==> src/rtl/mmu_pc_pkg.sv <==
`timescale 1ns/1ps
package mmu_pc_pkg;
    localparam int PERM_W = 3;
    localparam int ERR_W  = 3;
    localparam int IDX_W  = 3;
    localparam int FSR_W  = IDX_W + ERR_W + 2;
    localparam int IDX_LSB = ERR_W + 2;
    localparam int ERR_LSB = 2;

    localparam logic [ERR_W-1:0] ERR_NONE = 3'd0;
    localparam logic [ERR_W-1:0] ERR_PROT = 3'd2;
    localparam logic [ERR_W-1:0] ERR_PRIV = 3'd3;

    typedef struct packed {
        logic rd;
        logic wr;
        logic ex;
    } rights_t;

    // Rights granted by a permission value at a given privilege.
    function automatic rights_t perm_rights(input logic [PERM_W-1:0] perm,
                                            input logic sup);
        rights_t r;
        r.rd = sup ? (perm != 3'd4) : (perm <= 3'd3 || perm == 3'd5);
        r.wr = perm[0] && (sup || !perm[2]);
        r.ex = sup ? (perm >= 3'd2) && (perm != 3'd5)
                   : (perm >= 3'd2) && (perm <= 3'd4);
        return r;
    endfunction
endpackage

==> src/rtl/mmu_perm_check.sv <==
`timescale 1ns/1ps
module mmu_perm_check
    import mmu_pc_pkg::*;
(
    input  logic              valid,
    input  logic              is_wr,
    input  logic              is_ex,
    input  logic              is_user,
    input  logic [PERM_W-1:0] perm,
    input  logic              modified,
    input  logic              walk_fault,
    input  logic [ERR_W-1:0]  walk_type,
    output logic [IDX_W-1:0]  acc_idx,
    output logic [ERR_W-1:0]  err,
    output logic              fault,
    output logic              grant_rd,
    output logic              grant_wr
);
    rights_t rights;
    logic    sup;
    logic    need_ok;
    logic    priv_bad;

    always_comb begin
        sup      = !is_user;
        acc_idx  = {is_wr, is_ex, sup};
        rights   = perm_rights(perm, sup);
        priv_bad = is_user && (perm[2:1] == 2'b11);
        if (!is_wr && !is_ex)
            need_ok = rights.rd;
        else
            need_ok = (!is_wr || rights.wr) && (!is_ex || rights.ex);

        err = ERR_NONE;
        if (valid) begin
            if (walk_fault)    err = walk_type;
            else if (priv_bad) err = ERR_PRIV;
            else if (!need_ok) err = ERR_PROT;
        end
        fault    = valid && (walk_fault || err != ERR_NONE);
        grant_rd = valid && !fault;
        grant_wr = grant_rd && modified && rights.wr;
    end
endmodule

==> src/rtl/mmu_fault_rec.sv <==
`timescale 1ns/1ps
module mmu_fault_rec
    import mmu_pc_pkg::*;
#(
    parameter int ADDR_W = 32
) (
    input  logic              clk,
    input  logic              rst_n,
    input  logic              fault,
    input  logic [IDX_W-1:0]  acc_idx,
    input  logic [ERR_W-1:0]  err,
    input  logic [ADDR_W-1:0] vaddr,
    input  logic              stat_rd,
    output logic [FSR_W-1:0]  fsr,
    output logic [ADDR_W-1:0] far
);
    typedef struct packed {
        logic [FSR_W-1:0]  fsr;
        logic [ADDR_W-1:0] far;
    } rec_t;

    rec_t rec_d, rec_q;
    logic [FSR_W-1:0] base;

    always_comb begin
        rec_d = rec_q;
        base  = stat_rd ? '0 : rec_q.fsr;
        if (fault) begin
            rec_d.fsr = {{(FSR_W-1){1'b0}}, (base != '0)};
            rec_d.fsr[IDX_LSB +: IDX_W] = acc_idx;
            rec_d.fsr[ERR_LSB +: ERR_W] = err;
            rec_d.fsr[1] = 1'b1;
            rec_d.far = vaddr;
        end else if (stat_rd) begin
            rec_d.fsr = '0;
        end
    end

    always_ff @(posedge clk) begin
        if (!rst_n) rec_q <= '0;
        else        rec_q <= rec_d;
    end

    assign fsr = rec_q.fsr;
    assign far = rec_q.far;
endmodule

==> src/rtl/mmu_perm_fault.sv <==
`timescale 1ns/1ps
module mmu_perm_fault
    import mmu_pc_pkg::*;
#(
    parameter int ADDR_W = 32
) (
    input  logic              clk,
    input  logic              rst_n,
    input  logic              chk_valid,
    input  logic              acc_write,
    input  logic              acc_exec,
    input  logic              acc_user,
    input  logic [2:0]        pte_perm,
    input  logic              pte_modified,
    input  logic              walk_fault,
    input  logic [2:0]        walk_type,
    input  logic [ADDR_W-1:0] vaddr,
    input  logic              ctl_no_fault,
    input  logic              trap_en,
    input  logic              stat_rd,
    output logic              trap_req,
    output logic [2:0]        err_code,
    output logic              prot_rd,
    output logic              prot_wr,
    output logic [7:0]        fsr_q,
    output logic [ADDR_W-1:0] far_q
);
    logic [IDX_W-1:0] acc_idx;
    logic             fault;

    mmu_perm_check u_check (
        .valid      (chk_valid),
        .is_wr      (acc_write),
        .is_ex      (acc_exec),
        .is_user    (acc_user),
        .perm       (pte_perm),
        .modified   (pte_modified),
        .walk_fault (walk_fault),
        .walk_type  (walk_type),
        .acc_idx    (acc_idx),
        .err        (err_code),
        .fault      (fault),
        .grant_rd   (prot_rd),
        .grant_wr   (prot_wr)
    );

    mmu_fault_rec #(.ADDR_W(ADDR_W)) u_rec (
        .clk     (clk),
        .rst_n   (rst_n),
        .fault   (fault),
        .acc_idx (acc_idx),
        .err     (err_code),
        .vaddr   (vaddr),
        .stat_rd (stat_rd),
        .fsr     (fsr_q),
        .far     (far_q)
    );

    assign trap_req = fault && trap_en && !ctl_no_fault;
endmodule

==> config.mk <==
export PLATFORM = sky130hd
export DESIGN_NAME = mmu_perm_fault
export DESIGN_NICKNAME = d
export VERILOG_FILES = /design/src/rtl/mmu_pc_pkg.sv /design/src/rtl/mmu_perm_check.sv /design/src/rtl/mmu_fault_rec.sv /design/src/rtl/mmu_perm_fault.sv
export SDC_FILE = /design/constraint.sdc
export NUM_CORES = 1
export LEC_CHECK = 0
export BUFFER_PORTS_ARGS = -buffer_cell sky130_fd_sc_hd__buf_2
export CORE_MARGIN = 2
export CORE_UTILIZATION = 44
export DETAILED_ROUTE_END_ITERATION = 8
export GPL_ROUTABILITY_DRIVEN = 0
export PLACE_DENSITY = 0.84
export SLEW_MARGIN = 20
export SYNTH_ARGS = -nofsm -noshare
export SYNTH_HDL_FRONTEND = slang
export SYNTH_SLANG_ARGS = --single-unit
==> constraint.sdc <==
create_clock -name clk -period 1.7 [get_ports clk]
set_clock_uncertainty 0.05 [all_clocks]
set_input_delay 0.17 -clock clk [delete_from_list [all_inputs] [get_ports clk]]
set_output_delay 0.17 -clock clk [all_outputs]
set_load 0.1 [all_outputs]
==> impl_metrics.tcl, run 1 <==
set metrics [dict create \
    fmax_ghz 0.608 \
    top_layer "met4" \
    cts_max_path_buffers 2 \
    hold_viol 0 \
    cts-root-buf "clkbuf_8" \
    core-area_mm2 0.00397 \
    crit_fanout 6 \
    p_leak_nw 1.29 \
    tns_ps 0 \
    area_delta_synth_final_pct 42.7 \
    hold_slack_ps 72.2 \
    start_kind "primary input" \
    numPortBuffers 94 \
    cp_data_arrival_time_ps 1420 \
    period_needed_ps 1640 \
    synth_compound_area_share_pct 9.03 \
    synth_cells 202 \
    ys_ff_latch 40 \
    die_h_um 68.0 \
    cts_setup_buffers 0 \
    p_total_w 0.00250 \
    setup_viol 0 \
    die_x_um 68.0 \
    hpwl_mm 3.15 \
    end_kind "primary output" \
    die_area_mm2 0.00462 \
    drt_iter0_drc 59 \
    vias_per_cell 4.85 \
    synth_adder_area_share_pct 0 \
    wl_met1_mm 1.78 \
    slew_headroom_pct 66.8 \
    synthMuxAreaShare_pct 18.3 \
    ys_seq_area_share_pct 44.5 \
    syn_avg_cell_area_um2 8.91 \
    start_util_pct 45.3 \
    drv_slew 0 \
    synth_nets 251 \
    yosys_warnings 0 \
    overflow 0 \
    cts_sinks 40 \
    totalWireLength_mm 4.09 \
    drive_gt1_share_pct 39.4 \
    worst_pin_slew_ps 501 \
    maxCapViolCount 0 \
    power_density_mw_per_mm2 972 \
    drc 0 \
    ios 95 \
    htree_levels 2 \
    postCtsHoldBufs 0 \
    cts_resized 0 \
    diodes 0 \
    nNetsFinal 351 \
    final_cells 352 \
    antenna_found_initial 0 \
    grt_pass1_wl_mm 6.29 \
    status "complete, no violations" \
    grt_usage_pct 17.8 \
    cts_tree "done" \
    wire_per_inst_um 11.6 \
    vias 1708 \
    grt_pass1_vias 1526 \
    cp.required_ps 1480 \
    vdd_ir_drop_max_v 0.000602 \
    wl_met2_mm 1.97 \
    firstDrtPassIters 5 \
    hp-class "in -> reg" \
    ant_nets 0 \
    clk_pin_slew_ps 70 \
    synth_cell_type_count 32 \
    rows 23 \
    synthSimpleGateAreaFrac_pct 22.9 \
    synth_xor_xnor_area_share_pct 0 \
    grt_max_degree 37 \
    min_period_over_period_pct 96.8 \
    place_inst 345 \
    critPathKind "in -> out" \
    grt_setup_unrepaired "false" \
    route.met3.wl_um 260 \
    syn_area_mm2 0.00180 \
    numCtsBuffers 5 \
    synth_top_family_by_area "simple AND/OR/NAND/NOR gates" \
    clk-insertion-delay-late_ps 280 \
]
-- power by group --
group	switching (W)	internal (W)	leakage, nW
combinational	0.000679	0.000216	0.919
clock	0.000293	0.000279	0.0410
sequential	0.0000320	0.00100	0.329
-- state kept, by name, summed over array words and instances, names as in the netlist --
signal	cells
u_rec.fsr	8
u_rec.far	32
-- cell usage in the layout (no fill, tap or decap), types with 2 or more instances in the layout --
| cell type | instances |
|---|---|
| buf_2 | 89 |
| nand2_1 | 67 |
| dfxtp_1 | 40 |
| mux2i_1 | 33 |
| buf_4 | 10 |
| buf_12 | 7 |
| inv_1 | 5 |
| nand3b_1 | 5 |
| clkbuf_8 | 5 |
| nand2b_1 | 4 |
| and2_1 | 3 |
| o211ai_1 | 3 |
| nand3_1 | 2 |
| o21ai_0 | 2 |
| nor2b_1 | 2 |
| nor2_1 | 2 |
| o2bb2ai_1 | 2 |
| a21oi_1 | 2 |
-- path summary, 6_finish.rpt --
path / start / to / slack, ps / depth (start not counted)
setup reg to reg: u_rec.fsr[3] / u_rec.fsr[0] / 550 / 3
hold reg to reg: u_rec.far[5] / u_rec.far[5] / 400 / 2
setup / recovery: pte_perm[0] / trap_req / 60 / 6
hold / removal: vaddr[18] / u_rec.far[18] / 70 / 3
-- critical path, cell delays in order --
cell,delay [ps]
buf_2,130
nand2b_4,150
a311oi_4,350
a31oi_4,180
and3b_2,270
buf_12,170
-- synthesized netlist by cell type (all sizes together) --
| library cell | number | area share [%] |
|---|---|---|
| a21boi | 1 | 0.42 |
| a21oi | 2 | 0.56 |
| a2bb2o | 1 | 0.56 |
| a311oi | 2 | 1.3 |
| a31oi | 1 | 1.2 |
| a41oi | 1 | 0.49 |
| and2 | 3 | 1.0 |
| and3 | 1 | 0.35 |
| and3b | 1 | 0.49 |
| buf | 4 | 2.3 |
| clkbuf | 9 | 1.9 |
| dfxtp | 40 | 44 |
| inv | 5 | 1.0 |
| mux2i | 33 | 18 |
| nand2 | 67 | 14 |
| nand2b | 5 | 1.7 |
| nand3 | 2 | 0.56 |
| nand3b | 5 | 2.1 |
| nor2 | 2 | 0.42 |
| nor2b | 2 | 0.69 |
| nor3 | 2 | 0.56 |
| nor4 | 2 | 1.0 |
| o211a | 1 | 0.56 |
| o211ai | 3 | 1.3 |
| o21a | 1 | 0.42 |
| o21ai | 2 | 0.56 |
| o21bai | 1 | 0.42 |
| o22ai | 1 | 0.35 |
| o2bb2ai | 2 | 0.97 |
-- layer usage --
layer  vias to the layer above  GRT usage [%]
met5                         -              0
met4                         0           8.25
met3                        11           4.28
met2                        61           30.5
met1                       761           21.0
li1                        875              -
-- area by class of cell --
cell class	instances	area, um^2
Multi-Input combinational cell	144	950
Timing Repair Buffer	106	661
Clock inverter	1	5.00
Inverter	5	18.8
Sequential cell	40	801
Clock buffer	6	72.6
Tap cell	50	62.6
Fill cell	329	1400
-- stage by stage --
step	setup slack [ps]	cell area, um^2	utilization, %
after global placement	101	2490	62.8
after global routing	7.44	2570	64.7
after detailed placement	19.9	2490	62.8
after floorplan	-485	1850	-
after CTS	50.5	2570	64.7
final	55.0	2570	64.7
-- kinds of logic (layout without fill, tap and decap cells) --
family                 count (synthesis)  in the layout
AND/OR/NAND/NOR                       92             92
flip-flops                            40             40
multiplexers                          33             33
buffers and inverters                 18            118
AO/OA/AOI/OAI                         19             19
Note: power is estimated with default switching activity, not from simulation.
==> run 2, diff against run 1 <==
- CORE_UTILIZATION: 44 -> 46
- CTS_BUF_LIST: unset -> sky130_fd_sc_hd__clkbuf_2 sky130_fd_sc_hd__clkbuf_4 sky130_fd_sc_hd__clkbuf_8
- HOLD_SLACK_MARGIN: unset -> 0.05
- PLACE_DENSITY: 0.84 -> 0.87
==> impl_metrics.tcl, run 2 (synthesized netlist as in run 1, its figures left out) <==
set metrics [dict create \
    drv_slew 0 \
    die_area_mm2 0.00443 \
    htree_levels 2 \
    hp-class "in -> reg" \
    ant_nets 0 \
    area_delta_synth_final_pct 42.5 \
    power_density_mw_per_mm2 1010 \
    crit_path_end "prot_wr" \
    cts_resized 0 \
    diodes 0 \
    antenna_found_initial 0 \
    final_common_cell "buf_2" \
    worst_pin_slew_ps 498 \
    rows 22 \
    min_period_over_period_pct 96.1 \
    vdd_ir_drop_max_v 0.000921 \
    numCtsBuffers 5 \
    ios 95 \
    firstDrtPassIters 4 \
    slew_headroom_pct 67.0 \
    drc 0 \
    rr_startpoint "u_rec.fsr[3]" \
    fill_cells 307 \
    cp.required_ps 1480 \
    die_x_um 66.6 \
    r2r_slack_ps 550 \
    post-place-ws_ps 32.3 \
    vias 1714 \
    setup_ws_ps 67.0 \
    cp_data_arrival_time_ps 1410 \
    start_kind "primary input" \
    nNetsFinal 348 \
    crit_fanout 6 \
    grt_pass1_vias 1681 \
    grt_usage_pct 19.8 \
    hpwl_mm 3.28 \
    overflow 0 \
    period_needed_ps 1630 \
    wire_per_inst_um 12.2 \
    p_leak_nw 1.28 \
    tns_ps 0 \
    totalWireLength_mm 4.26 \
    path_cells "buf_2 > nand2b_4 > a311oi_4 > a31oi_4 > nor4_4 > buf_12" \
    cts_sinks 40 \
    hold_viol 0 \
    numPortBuffers 94 \
    cts-root-buf "clkbuf_8" \
    critPathKind "in -> out" \
    cts_tree "done" \
    fmax_ghz 0.612 \
    grt_pass1_wl_mm 6.92 \
    end_kind "primary output" \
    ff2ff_path_depth 3 \
    clk-insertion-delay-late_ps 280 \
    grt_setup_unrepaired "false" \
    start_util_pct 48.5 \
    die_h_um 66.6 \
    cp-startpoint "pte_perm[0]" \
    cts_max_path_buffers 2 \
    setup_viol 0 \
    cpPeakStageDelay_ps 350 \
    crit_slowest_cell "a311oi_4" \
    drt_iter0_drc 56 \
    postCtsHoldBufs 0 \
    drive_gt1_share_pct 39.3 \
    final_cell_mix "buf_2 (89), nand2_1 (67), dfxtp_1 (40)" \
    core-area_mm2 0.00372 \
    maxCapViolCount 0 \
    status "complete, no violations" \
    vias_per_cell 4.93 \
    clk_pin_slew_ps 70 \
    r2r_end "u_rec.fsr[0]" \
    grt_max_degree 32 \
    largest_reg_flops 32 \
    cts_setup_buffers 0 \
]
==> run 2: report_power, final <==
group,internal [W],switching [W],total [W]
clock,0.000363,0.000292,0.000655
combinational,0.000213,0.000681,0.000894
sequential,0.00100,0.0000320,0.00103
==> run 2: cell type report <==
class / instances / area (um^2) / area share [%]
flip-flops and latches: 40 / 801 / 31.2
multi-input cells: 144 / 950 / 37.0
clock buffers: 8 / 97.6 / 3.80
repair buffers: 103 / 638 / 24.9
well taps: 48 / 60.1 / 2.34
inverters: 5 / 18.8 / 0.732
==> run 2: worst max-delay path: cells and delay by family <==
family	cells	cell delay, ps
AO/OA/AOI/OAI	2	540
buffers and inverters	2	330
AND/OR/NAND/NOR	2	360
==> run 2: worst min path at each step <==
| stage | startpoint | to | slack (ps) | depth (start not counted) |
|---|---|---|---|---|
| floorplan | acc_exec | u_rec.fsr[6] | 260 | 2 |
| global placement | vaddr[27] | u_rec.far[27] | 370 | 3 |
| detailed placement | vaddr[4] | u_rec.far[4] | 370 | 3 |
| CTS | vaddr[4] | u_rec.far[4] | 80 | 3 |
| global route | vaddr[0] | u_rec.far[0] | 80 | 3 |
| finish | vaddr[4] | u_rec.far[4] | 80 | 3 |
==> run 2: stage by stage <==
stage	hold slack, ps	utilization, %	power, W	cell area [um^2]	std cells
floorplan	262	-	0.00175	1850	202
global placement	366	66.4	0.00194	2470	340
detailed placement	375	66.4	0.00195	2470	340
CTS	75.7	69.0	0.00260	2560	348
global route	80.0	69.0	0.00269	2560	348
finish	82.7	69.0	0.00258	2560	348
==> run 2: layer usage <==
metal	GRT usage, %	routed length, um	vias to the layer above
met5	0	0	-
met1	21.4	1780	781
met4	4.59	42	0
li1	-	-	869
met3	5.57	278	6
met2	37.5	2160	58
==> run 3, diff against run 2 <==
- CORE_UTILIZATION: 46 -> 42
- PLACE_DENSITY: 0.87 -> 0.84
- clock period: 1.7 -> 1.49 ns (I/O delays scaled with it)
==> impl_metrics.tcl, run 3 (synthesized netlist as in run 1, its figures left out) <==
set metrics [dict create \
    status "finished with violations" \
    violations "negative setup slack" \
    nNetsFinal 364 \
    crit_path_end "prot_wr" \
    drv_slew 0 \
    antenna_found_initial 0 \
    min_period_over_period_pct 107 \
    tns_ps -366 \
    dpl_cell_area_mm2 0.00254 \
    ant_nets 0 \
    cts_max_path_buffers 2 \
    numCtsBuffers 5 \
    crit_slowest_cell "a311oi_4" \
    final_common_cell "buf_2" \
    p_leak_nw 1.37 \
    cp_data_arrival_time_ps 1400 \
    seqCellArea_um2 805 \
    hp-class "in -> reg" \
    largest_reg_flops 32 \
    power_density_mw_per_mm2 1130 \
    hold_slack_ps 58.2 \
    multi_input_area_um2 961 \
    path_cells "buf_8 > nand2b_4 > a311oi_4 > a31oi_4 > nor4_4 > buf_12" \
    vias 1778 \
    grt_usage_pct 18.7 \
    setup_ws_ps -111 \
    start_util_pct 44.4 \
    slew_headroom_pct 66.9 \
    htree_levels 2 \
    r2r_slack_ps 340 \
    final_cell_mix "buf_2 (87), nand2_1 (67), dfxtp_1 (37)" \
    wire_per_inst_um 12.3 \
    r2r_end "u_rec.fsr[0]" \
    cp-startpoint "pte_perm[0]" \
    cts-root-buf "clkbuf_8" \
    period_needed_ps 1600 \
    numPortBuffers 94 \
    die_x_um 69.5 \
    hold_viol 0 \
    crit_fanout 6 \
    grt_pass1_wl_mm 7.46 \
    firstDrtPassIters 5 \
    grt_setup_unrepaired "true" \
    clk-insertion-delay-late_ps 280 \
    cp.required_ps 1290 \
    grt_max_degree 30 \
    maxCapViolCount 0 \
    clk_pin_slew_ps 80 \
    stdcell_area_mm2 0.00276 \
    end_kind "primary output" \
    diodes 0 \
    overflow 0 \
    cts_sinks 40 \
    final_util_pct 68.0 \
    fmax_ghz 0.625 \
    setup_viol 4 \
    critPathKind "in -> out" \
    totalWireLength_mm 4.50 \
    vdd_ir_drop_max_v 0.000770 \
    ios 95 \
    drive_gt1_share_pct 42.1 \
    vias_per_cell 4.86 \
    cts_tree "done" \
    worst_pin_slew_ps 500 \
    area_delta_synth_final_pct 53.3 \
    start_kind "primary input" \
    hpwl_mm 3.32 \
    fill_cells 305 \
    core-area_mm2 0.00406 \
    rr_startpoint "u_rec.fsr[3]" \
    die_area_mm2 0.00483 \
    cp.depth 6 \
    die_h_um 69.5 \
    path_buf_inv 2 \
    ff2ff_path_depth 3 \
    cpPeakStageDelay_ps 350 \
    grt_pass1_vias 1689 \
    drc 0 \
    drt_iter0_drc 81 \
    rows 23 \
    critPathTopFamily "compound AO/OA/AOI/OAI gates" \
    post-place-ws_ps -262 \
]
-- run 3: cell count changes in the layout (fill, tap and decap cells not counted), moves of 2 or more --
| cell | before | now |
|---|---|---|
| dfxtp_1 | 40 | 37 |
| clkbuf_4 | 2 | 0 |
| buf_2 | 89 | 87 |
| buf_4 | 7 | 16 |
| dfxtp_2 | 0 | 3 |
| dlygate4sd3_1 | 0 | 6 |
-- run 3: how the worst min path moves through the flow --
stage / start / end / slack (ps) / cells past startpoint
final: vaddr[1] / u_rec.far[1] / 60 / 3
after global routing: vaddr[0] / u_rec.far[0] / 50 / 3
after CTS: vaddr[1] / u_rec.far[1] / 50 / 3
after detailed placement: vaddr[5] / u_rec.far[5] / 350 / 3
after global placement: vaddr[11] / u_rec.far[11] / 350 / 3
after floorplan: acc_exec / u_rec.fsr[6] / 240 / 2
-- run 3: worst reg2reg max path: stages, from the launching register on --
cell,delay [ps]
dfxtp_2,330
nor4_1,290
a21oi_1,100
a2bb2o_1,280
-- run 3: cell type report --
class                           count  area share (%)
Timing Repair Buffer              119            29.1
Tap cell                           50            2.27
Sequential cell                    40            29.1
Inverter                            5           0.680
Clock inverter                      3            1.54
Multi-Input combinational cell    144            34.8
Clock buffer                        5            2.49
-- run 3: what timing repair did --
item                                    in CTS  in global routing
endpoints found under the setup margin       4                 25
pin swaps                                    2                  3
hold buffers                                 6                  0
buffers inserted                             2                  0
gates resized for setup                      1                  7
hold endpoints to repair                     6                  0
-- run 3: power by group --
group / internal, W / switching, W / leakage [nW]
logic: 0.000279 / 0.000787 / 0.990
clock network: 0.000496 / 0.000370 / 0.0541
registers: 0.00114 / 0.0000378 / 0.330
total: 0.00192 / 0.00120 / 1.37
-- run 3: stage by stage --
step / std cells / total power (W)
2_1_floorplan: 202 / 0.00200
3_3_place_gp: 350 / 0.00223
3_5_place_dp: 350 / 0.00224
4_1_cts: 366 / 0.00312
5_1_grt: 366 / 0.00323
6_report: 366 / 0.00311
-- run 3: routing by layer --
| metal | wire (um) | track usage, % | vias up |
|---|---|---|---|
| li1 | - | - | 904 |
| met1 | 1930 | 22.3 | 804 |
| met2 | 2300 | 34.1 | 65 |
| met3 | 240 | 4.80 | 5 |
| met4 | 29 | 3.27 | 0 |
| met5 | 0 | 0 | - |
